<file path="src/rtl/pwm_nest_pkg.sv">
// Shared types and helpers for the nested PWM generator.
// Assumes three colour classes and a 2-bit divide selector.
package pwm_nest_pkg;

    // Per-class output mode.
    typedef enum logic [1:0] {
        GM_NESTED = 2'b00,
        GM_INNER  = 2'b01,
        GM_DC     = 2'b10,
        GM_OFF    = 2'b11
    } gmode_e;

    localparam int CLASS_CNT = 3;
    localparam int GMODE_W   = 2;

    // Last prescaler count before an inner step, from the resolution and rate select.
    function automatic logic [1:0] prescale_last(input logic wide, input logic [1:0] fsel);
        if (wide)
            return 2'd0;
        else if (fsel == 2'b00)
            return 2'd3;
        else if (fsel == 2'b01)
            return 2'd1;
        else
            return 2'd0;
    endfunction

endpackage

</file>
<file path="src/rtl/pwm_nest_timebase.sv">
// Timebase: prescaler, inner counter and outer counter, plus period-start pulses.
// Assumes tick_i is a one-cycle enable at the fastest oscillator rate.
module pwm_nest_timebase
    import pwm_nest_pkg::*;
#(
    parameter int WIDE_W   = 10,
    parameter int NARROW_W = 8,
    parameter int OUTER_W  = 8
) (
    input  logic               clk,
    input  logic               rst_n,
    input  logic               tick_i,
    input  logic               wide_i,
    input  logic [1:0]         fsel_i,
    output logic [WIDE_W-1:0]  inner_o,
    output logic [OUTER_W-1:0] outer_o,
    output logic               inner_start_o,
    output logic               outer_start_o
);

    localparam logic [WIDE_W-1:0]  WIDE_TOP   = '1;
    localparam logic [WIDE_W-1:0]  NARROW_TOP = WIDE_W'((1 << NARROW_W) - 1);
    localparam logic [OUTER_W-1:0] OUTER_TOP  = '1;

    logic [1:0]         pre_q;
    logic [1:0]         pre_last;
    logic               step;
    logic [WIDE_W-1:0]  inner_top;
    logic               inner_wrap;
    logic               outer_wrap;

    // Decode the step enable and the wrap conditions.
    always_comb begin
        pre_last   = prescale_last(wide_i, fsel_i);
        step       = tick_i && (pre_q >= pre_last);
        inner_top  = wide_i ? WIDE_TOP : NARROW_TOP;
        inner_wrap = (inner_o >= inner_top);
        outer_wrap = (outer_o == OUTER_TOP);
    end

    // Prescaler counting ticks between inner steps.
    always_ff @(posedge clk) begin
        if (!rst_n)
            pre_q <= 2'd0;
        else if (tick_i)
            pre_q <= step ? 2'd0 : pre_q + 2'd1;
    end

    // Inner and outer counters with one-cycle start pulses.
    always_ff @(posedge clk) begin
        if (!rst_n) begin
            inner_o       <= '0;
            outer_o       <= '0;
            inner_start_o <= 1'b0;
            outer_start_o <= 1'b0;
        end else begin
            inner_start_o <= 1'b0;
            outer_start_o <= 1'b0;
            if (step) begin
                if (inner_wrap) begin
                    inner_o       <= '0;
                    inner_start_o <= 1'b1;
                    if (outer_wrap) begin
                        outer_o       <= '0;
                        outer_start_o <= 1'b1;
                    end else begin
                        outer_o <= outer_o + 1'b1;
                    end
                end else begin
                    inner_o <= inner_o + 1'b1;
                end
            end
        end
    end

endmodule

</file>
<file path="src/rtl/pwm_nest_shadow.sv">
// Shadow register: captures a duty vector only on the update strobe.
// Assumes the strobe is a single-cycle pulse; a held strobe reloads every cycle.
module pwm_nest_shadow #(
    parameter int DATA_W = 8
) (
    input  logic              clk,
    input  logic              rst_n,
    input  logic              update_i,
    input  logic [DATA_W-1:0] d_i,
    output logic [DATA_W-1:0] q_o
);

    // Load the whole vector at once so no partial duty is ever seen.
    always_ff @(posedge clk) begin
        if (!rst_n)
            q_o <= '0;
        else if (update_i)
            q_o <= d_i;
    end

endmodule

</file>
<file path="src/rtl/pwm_nest_chan.sv">
// One channel: compares the counters with its duties and registers the gate.
// Assumes the inner duty is already selected (per channel or per triplet).
module pwm_nest_chan
    import pwm_nest_pkg::*;
#(
    parameter int WIDE_W   = 10,
    parameter int NARROW_W = 8,
    parameter int OUTER_W  = 8
) (
    input  logic               clk,
    input  logic               rst_n,
    input  logic [WIDE_W-1:0]  inner_i,
    input  logic [OUTER_W-1:0] outer_i,
    input  logic               wide_i,
    input  logic [WIDE_W-1:0]  hfp_i,
    input  logic [OUTER_W-1:0] lfp_i,
    input  logic [GMODE_W-1:0] gmode_i,
    input  logic               shdn_i,
    output logic               on_o
);

    logic [WIDE_W-1:0] hfp_eff;
    logic              inner_hit;
    logic              outer_hit;
    logic              on_next;

    // Pick the compared duty width and evaluate the two layers.
    always_comb begin
        hfp_eff   = wide_i ? hfp_i : {{(WIDE_W-NARROW_W){1'b0}}, hfp_i[NARROW_W-1:0]};
        inner_hit = (inner_i < hfp_eff);
        outer_hit = (outer_i < lfp_i);
        case (gmode_e'(gmode_i))
            GM_NESTED: on_next = inner_hit && outer_hit;
            GM_INNER:  on_next = inner_hit;
            GM_DC:     on_next = 1'b1;
            default:   on_next = 1'b0;
        endcase
    end

    // Registered gate, forced low by shutdown.
    always_ff @(posedge clk) begin
        if (!rst_n)
            on_o <= 1'b0;
        else
            on_o <= shdn_i ? 1'b0 : on_next;
    end

endmodule

</file>
<file path="src/rtl/pwm_nest_gen.sv">
// Top of the nested PWM generator: timebase, shadow duties and per-channel gates.
// Assumes NUM_CH is a multiple of the colour class count.
module pwm_nest_gen
    import pwm_nest_pkg::*;
#(
    parameter int NUM_CH   = 36,
    parameter int WIDE_W   = 10,
    parameter int NARROW_W = 8,
    parameter int OUTER_W  = 8
) (
    input  logic                          clk,
    input  logic                          rst_n,
    input  logic                          tick_i,
    input  logic                          wide_i,
    input  logic [1:0]                    fsel_i,
    input  logic [CLASS_CNT*GMODE_W-1:0]  mode_i,
    input  logic                          sw_shdn_i,
    input  logic                          rgb_i,
    input  logic                          update_i,
    input  logic [NUM_CH*WIDE_W-1:0]      hfp_duty_i,
    input  logic [NUM_CH*OUTER_W-1:0]     lfp_duty_i,
    output logic [NUM_CH-1:0]             ch_on_o,
    output logic [WIDE_W-1:0]             inner_cnt_o,
    output logic [OUTER_W-1:0]            outer_cnt_o,
    output logic                          inner_start_o,
    output logic                          outer_start_o
);

    localparam int HFP_BITS = NUM_CH * WIDE_W;
    localparam int LFP_BITS = NUM_CH * OUTER_W;

    logic [HFP_BITS-1:0] hfp_shadow;
    logic [LFP_BITS-1:0] lfp_shadow;

    pwm_nest_timebase #(
        .WIDE_W   (WIDE_W),
        .NARROW_W (NARROW_W),
        .OUTER_W  (OUTER_W)
    ) u_timebase (
        .clk           (clk),
        .rst_n         (rst_n),
        .tick_i        (tick_i),
        .wide_i        (wide_i),
        .fsel_i        (fsel_i),
        .inner_o       (inner_cnt_o),
        .outer_o       (outer_cnt_o),
        .inner_start_o (inner_start_o),
        .outer_start_o (outer_start_o)
    );

    pwm_nest_shadow #(.DATA_W(HFP_BITS)) u_hfp_shadow (
        .clk      (clk),
        .rst_n    (rst_n),
        .update_i (update_i),
        .d_i      (hfp_duty_i),
        .q_o      (hfp_shadow)
    );

    pwm_nest_shadow #(.DATA_W(LFP_BITS)) u_lfp_shadow (
        .clk      (clk),
        .rst_n    (rst_n),
        .update_i (update_i),
        .d_i      (lfp_duty_i),
        .q_o      (lfp_shadow)
    );

    // One gate per channel; the inner duty source depends on RGB mode.
    for (genvar c = 0; c < NUM_CH; c++) begin : g_ch
        localparam int GRP = c / CLASS_CNT;
        localparam int CLS = c % CLASS_CNT;
        logic [WIDE_W-1:0] hfp_sel;

        // Select own field or the shared triplet field.
        always_comb begin
            hfp_sel = rgb_i ? hfp_shadow[GRP*WIDE_W +: WIDE_W]
                            : hfp_shadow[c*WIDE_W +: WIDE_W];
        end

        pwm_nest_chan #(
            .WIDE_W   (WIDE_W),
            .NARROW_W (NARROW_W),
            .OUTER_W  (OUTER_W)
        ) u_chan (
            .clk     (clk),
            .rst_n   (rst_n),
            .inner_i (inner_cnt_o),
            .outer_i (outer_cnt_o),
            .wide_i  (wide_i),
            .hfp_i   (hfp_sel),
            .lfp_i   (lfp_shadow[c*OUTER_W +: OUTER_W]),
            .gmode_i (mode_i[CLS*GMODE_W +: GMODE_W]),
            .shdn_i  (sw_shdn_i),
            .on_o    (ch_on_o[c])
        );
    end

endmodule

</file>
<file path="config.mk">
export PLATFORM = sky130hd
export DESIGN_NAME = pwm_nest_gen
export DESIGN_NICKNAME = d
export VERILOG_FILES = /design/src/rtl/pwm_nest_pkg.sv /design/src/rtl/pwm_nest_timebase.sv /design/src/rtl/pwm_nest_shadow.sv /design/src/rtl/pwm_nest_chan.sv /design/src/rtl/pwm_nest_gen.sv
export SDC_FILE = /design/constraint.sdc
export NUM_CORES = 2
export LEC_CHECK = 0
export BUFFER_PORTS_ARGS = -buffer_cell sky130_fd_sc_hd__buf_4
export CORE_UTILIZATION = 52
export DETAILED_ROUTE_END_ITERATION = 7
export PLACE_DENSITY = 0.78
export SLEW_MARGIN = 20
export SYNTH_ARGS = -nofsm -noshare
export SYNTH_HDL_FRONTEND = slang
export SYNTH_SLANG_ARGS = --single-unit
</file>
<file path="constraint.sdc">
create_clock -name clk -period 2.6 [get_ports clk]
set_input_delay 0.39 -clock clk [delete_from_list [all_inputs] [get_ports clk]]
set_output_delay 0.39 -clock clk [all_outputs]
set_load 0.1 [all_outputs]
</file>
== Yosys cells after proc, flatten, opt, wreduce, memory -nomap -nowiden ==
Index checks and enable logic that the tools add are counted.

* Register bits after elaboration: 706
* Input bits: 663
* Output and inout bits: 56
* Logic and storage cells: 290

* Mux-type cells: 116
* Add/subtract/negate cells: 3
* Equal/unequal tests: 8
* Order comparisons: 74
* Bitwise gates (word level): 1
* Reduce and logical (&&, ||, !) cells: 45

{| class="wikitable"
|+ Operator list
! cell !! number
|-
| two-way mux 10 bit || 73
|-
| less-than comparator 10 bit || 36
|-
| less-than comparator 8 bit || 36
|-
| one-hot mux 1 bit (3 select lines) || 36
|-
| logical AND 1 bit || 37
|-
| adder 10 x 1 -> 10 bit (second input constant) || 1
|-
| greater-or-equal comparator 10 bit || 1
|-
| adder 8 x 1 -> 8 bit (second input constant) || 1
|-
| equality test 2 x 1 -> 1 bit (second input constant) || 4
|-
| equality test 8 bit (second input constant) || 1
|-
| zero test 2 bit || 4
|-
| two-way mux 8 bit || 1
|-
| equality test 2 bit (second input constant) || 3
|-
| two-way mux 2 bit || 3
|-
| AND reduction 2 bit || 2
|-
| two-way mux 1 bit || 3
|-
| AND reduction 3 bit || 1
|-
| adder 2 x 1 -> 2 bit (second input constant) || 1
|-
| greater-or-equal comparator 2 bit || 1
|-
| OR reduction 2 bit || 1
|-
| NOT 1 bit || 1
|}

== Depth between registers and ports, before layout ==
* Word-level depth: 7
* Gate-level depth with buffers: 12
* Mapped depth without buffers: 8

== Cells and area by module ==
From an unflattened synthesis, not the netlist that was laid out.

* Cell total of the unflattened synthesis: 4771
* Area total of the unflattened synthesis: 46585.9 um^2

{| class="wikitable"
|+ By module, submodules not included
! module !! times used !! area an instance (um^2) !! cells an instance !! seq. area each (um^2)
|-
| pwm_nest_chan || 36 || 457.9 || 60 || 20.0
|-
| pwm_nest_shadow at u_hfp_shadow || 1 || 13683.1 || 1160 || 7206.9
|-
| pwm_nest_shadow at u_lfp_shadow || 1 || 10910.5 || 928 || 5765.5
|-
| pwm_nest_gen || 1 || 4342.9 || 389 || 0.0
|-
| pwm_nest_timebase || 1 || 1163.6 || 134 || 440.4
|}

== Least setup slack after synthesis ==
OpenSTA, ideal clock, no wires.

* Kind: register -> register
* Start point: register u_timebase.inner_o[1]
* End point: register u_timebase.outer_o[6]
* Cell stages (with the launch flop): 7
* Arrival time: 3.199 ns
* Clock period less this slack: 3.269 ns
* Data required time: 2.530 ns
* Buffers on the path: 0
* Setup slack: -0.669 ns
* Setup time: 0.070 ns
* Cell sequence: dfxtp_1 ha_1 nand4_1 o21ai_2 o211ai_4 or4_1 a21oi_1

* Cells in the longest elaborated chain, start to end: 2

{| class="wikitable"
|+ Ends and longest elaborated chain
! element !! RTL line !! text
|-
| start: declaration || pwm_nest_timebase.sv:15 || <nowiki>output logic [WIDE_W-1:0] inner_o,</nowiki>
|-
| start signal: assignment || pwm_nest_timebase.sv:70 || <nowiki>inner_o <= inner_o + 1'b1;</nowiki>
|-
| greater-or-equal comparator 10 bit || pwm_nest_timebase.sv:37 || <nowiki>inner_wrap = (inner_o >= inner_top);</nowiki>
|-
| AND reduction 2 bit (no source line) || - ||
|-
| end signal: assignment || pwm_nest_timebase.sv:67 || <nowiki>outer_o <= outer_o + 1'b1;</nowiki>
|-
| end: declaration || pwm_nest_timebase.sv:16 || <nowiki>output logic [OUTER_W-1:0] outer_o,</nowiki>
|}

No other way between the ends.
A chain may end at the register's enable or synchronous reset.

== Worst setup path after layout ==
* Start point: register u_timebase.outer_o[2]
* End point: register g_ch[35].u_chan.on_o

* Cells in the longest elaborated chain, start to end: 3

{| class="wikitable"
|+ Ends and longest elaborated chain
! element !! RTL line !! text
|-
| less-than comparator 8 bit || pwm_nest_chan.sv:31 || <nowiki>outer_hit = (outer_i < lfp_i);</nowiki>
|-
| logical AND 1 bit || pwm_nest_chan.sv:33 || <nowiki>GM_NESTED: on_next = inner_hit && outer_hit;</nowiki>
|-
| one-hot mux 1 bit (3 select lines) || pwm_nest_chan.sv:32 || <nowiki>case (gmode_e'(gmode_i))</nowiki>
|-
| end signal: assignment || pwm_nest_chan.sv:45 || <nowiki>on_o <= shdn_i ? 1'b0 : on_next;</nowiki>
|-
| end: declaration || pwm_nest_chan.sv:19 || <nowiki>output logic on_o</nowiki>
|}

No other way between the ends.

==> flow_metrics.tcl <==
set metrics [dict create \
    outcome "complete, but fails checks" \
    violations "setup timing" \
    cts_setup_buffers 0 \
    drt_iter0_drc 3961 \
    drt_wl_total_mm 177 \
    numCtsBuffers 81 \
    row_count 103 \
    min_path_cells 3 \
    dr_total_vias 41181 \
    ys.flop_type "dfxtp_1" \
    final_critical_path_setup_slack_ns -0.0402 \
    syn2layout_area_growth_pct 37.4 \
    r2r-end "g_ch[35].u_chan.on_o" \
    antenna_found_initial 43 \
    grt_pass1_wl_mm 258 \
    port-buffer-count 718 \
    synthDominantCellAreaShare_pct 33.6 \
    crit_path_max_fanout 12 \
    dieHeight_um 286 \
    fmax_mhz 379 \
    dr.max_layer_used "met5" \
    end_kind "flip-flop" \
    wl_met1_mm 69.6 \
    cts_tree "built" \
    finClkSkew_ns 0.0284 \
    r2r-start "u_timebase.outer_o[2]" \
    worst_pin_slew_ns 1.05 \
    cap_violations 0 \
    hpwl_mm 122 \
    async_flop_share_pct 0 \
    cts.htree.levels 3 \
    die_w_um 286 \
    dp_cells 6210 \
    max_stage_delay_ns 0.84 \
    drv_slew 0 \
    cp_slowest_cell "o31ai_1" \
    core-area_um2 79500 \
    rsz0062_at_grt "no" \
    slew_headroom_pct 29.4 \
    reg2regPathDepth 7 \
    p_per_area_nw_per_um2 536 \
    crit_arrival_ns 3.13 \
    wire_per_inst_um 25.7 \
    drc 0 \
    yosys.area.top_type "dfxtp_1" \
    syn-num-nets 5741 \
    fin_crit_sh_pct 102 \
    start_kind "flip-flop" \
    wl_met2_mm 77.7 \
    insertion_delay_ns 0.65 \
    cp_top_family "compound AO/OA/AOI/OAI gates" \
    stdcell_count 6915 \
    grt_max_degree 83 \
    clk_pin_slew_ns 0.06 \
    hp-class "in -> reg" \
    regToRegSetupSlack_ns -0.04 \
    cp_cell_sequence "buf_4, ha_1, o21ai_0, o21bai_1, a21oi_1, o31ai_1, a21oi_1" \
    grt_pass1_vias 41307 \
    ys_seq_area_share_pct 33.6 \
    synthTopCellsByCount "907 x mux2i_1, 743 x nor2_1, 706 x dfxtp_1" \
    place_congestion 0.976 \
    grt_use_total_pct 41.8 \
    crit_top_cell "a21oi_1" \
    routed-wl-met3_mm 17.3 \
    drive_gt1_share_pct 19.2 \
    ios 719 \
    placement.cell_area_um2 49600 \
    drt_pass1_iterations 8 \
    crit_buf_inv 1 \
    finalSetupTns_ns -0.0402 \
    criticalPathCategory "reg -> reg" \
    yosys.cell_count.top_type "mux2i_1" \
    fillers 5439 \
    syn_inst 4496 \
    ys_ff_latch 706 \
    drt-vias-per-instance 5.96 \
    min_from "hfp_duty_i[279]" \
    worstHoldEndpoint "u_hfp_shadow.q_o[279]" \
    cts_buffer_depth 3 \
    power.leakage_nw 27.9 \
    die_area_um2 82100 \
    design_area_um2 57800 \
    ir_drop_mv 0.535 \
    syn-mean-instance-area_um2 9.36 \
    cts_sinks 706 \
    ctsRootBufferMaster "clkbuf_16" \
    syn_area_um2 42100 \
    initial_core_util_pct 52.9 \
    period_minus_slack_ns 2.64 \
    antenna_left 0 \
    ff_latch_area_um2 14200 \
    final_hold_viol_count 0 \
    nNetsFinal 7006 \
    ys_warn_count 0 \
    synth_edf_count 0 \
    multi_input_area_um2 25600 \
    grt-ovfl-total 0 \
    setup_viol 1 \
    synthDistinctLibCells 55 \
    synth_area_leaders "dfxtp_1 34%, mux2i_1 22%, ha_1 17%" \
    required_ns 3.09 \
]
## stage by stage
step / total power [mW] / hold slack, ns / util (%) / setup slack [ns]
after global placement: 17.3 / 0.467 / 62.4 / -0.401
after global routing: 31.9 / 0.00107 / 72.7 / 0.00425
after detailed placement: 17.4 / 0.476 / 62.4 / -0.411
after floorplan: 15.2 / 0.452 / - / 0.00133
after CTS: 30.7 / 0.0000256 / 72.6 / 0.00749
final: 31.0 / 0.00490 / 72.7 / -0.0402
## logic make-up after synthesis
logic type	synth area share [%]
buffers and inverters	5.65
muxes	22.2
adders and majority gates	17.3
AOI/OAI and AO/OA	9.48
DFF	33.6
and+or+nand+nor	11.5
xor gates and xnor gates	0.229
## cells in the final DEF, fill, tap and decap left out, types with 8 or more instances in the layout
| cell | instances |
|---|---|
| nand2_1 | 53 |
| diode_2 | 36 |
| and2_1 | 24 |
| clkbuf_8 | 12 |
| nand2b_1 | 15 |
| buf_4 | 870 |
| a21oi_1 | 198 |
| buf_12 | 47 |
| o2111ai_1 | 34 |
| o32ai_1 | 19 |
| a211oi_1 | 48 |
| nor2_1 | 743 |
| o211a_1 | 8 |
| nor4_1 | 29 |
| bufinv_16 | 14 |
| nand4_1 | 58 |
| nand3b_1 | 10 |
| nor3b_1 | 26 |
| clkinv_2 | 23 |
| o31ai_1 | 21 |
| nand3_1 | 21 |
| dlygate4sd3_1 | 518 |
| ha_1 | 582 |
| dfxtp_1 | 688 |
| o21bai_1 | 32 |
| mux2i_1 | 907 |
| dfxtp_2 | 16 |
| mux2_2 | 24 |
| nor2b_1 | 87 |
| clkbuf_16 | 83 |
| o22ai_1 | 12 |
| o21ai_0 | 188 |
| a21o_1 | 41 |
| inv_1 | 277 |
## flip-flops by register name (all words and copies together), names as in the netlist
signal	flops
g_ch.u_chan.on_o	36
u_hfp_shadow.q_o	360
u_lfp_shadow.q_o	288
u_timebase.inner_o	10
u_timebase.inner_start_o	1
u_timebase.outer_o	8
u_timebase.outer_start_o	1
u_timebase.pre_q	2
## worst register-to-register path, cell delays in order (launching register included)
cell	delay [ns]
dfxtp_2	0.65
buf_4	0.29
ha_1	0.15
o21ai_0	0.09
o21bai_1	0.15
a21oi_1	0.16
o31ai_1	0.84
a21oi_1	0.16
## layer usage
metal / vias to the layer above / GRT usage (%)
met1: 19508 / 52.5
met3: 794 / 9.22
met2: 2412 / 65.0
met4: 22 / 26.2
li1: 18445 / -
met5: - / 0
## report_power, final
part           internal [mW]  total [mW]  switching [mW]
Combinational           2.88        6.18            3.30
Clock                   7.62        12.7            5.13
Sequential              11.5        12.1           0.637
## worst max path at each step
stage / cells after the start / slack, ns / start / end
2_1_floorplan: 11 / 0.001 / rgb_i / g_ch[19].u_chan.on_o
3_3_place_gp: 9 / -0.40 / rgb_i / g_ch[15].u_chan.on_o
3_5_place_dp: 9 / -0.41 / rgb_i / g_ch[15].u_chan.on_o
4_1_cts: 7 / 0.007 / u_timebase.inner_o[7] / g_ch[15].u_chan.on_o
5_1_grt: 7 / 0.004 / u_timebase.outer_o[2] / g_ch[35].u_chan.on_o
6_report: 7 / -0.04 / u_timebase.outer_o[2] / g_ch[35].u_chan.on_o
## timing repair
item	CTS	global route
setup endpoints to repair	2	3
gates resized for setup	2	5
endpoints found under the hold margin	518	0
hold buffers	518	0
## cell type report
cell class | count | share of cell area, %
Antenna cell | 36 | 0.156
Clock buffer | 100 | 3.91
Clock inverter | 51 | 1.17
Inverter | 279 | 1.82
Multi-Input combinational cell | 3256 | 44.3
Sequential cell | 706 | 24.5
Tap cell | 1050 | 2.27
Timing Repair Buffer | 1437 | 21.9
No activity file was read; power rests on OpenSTA's default activity.
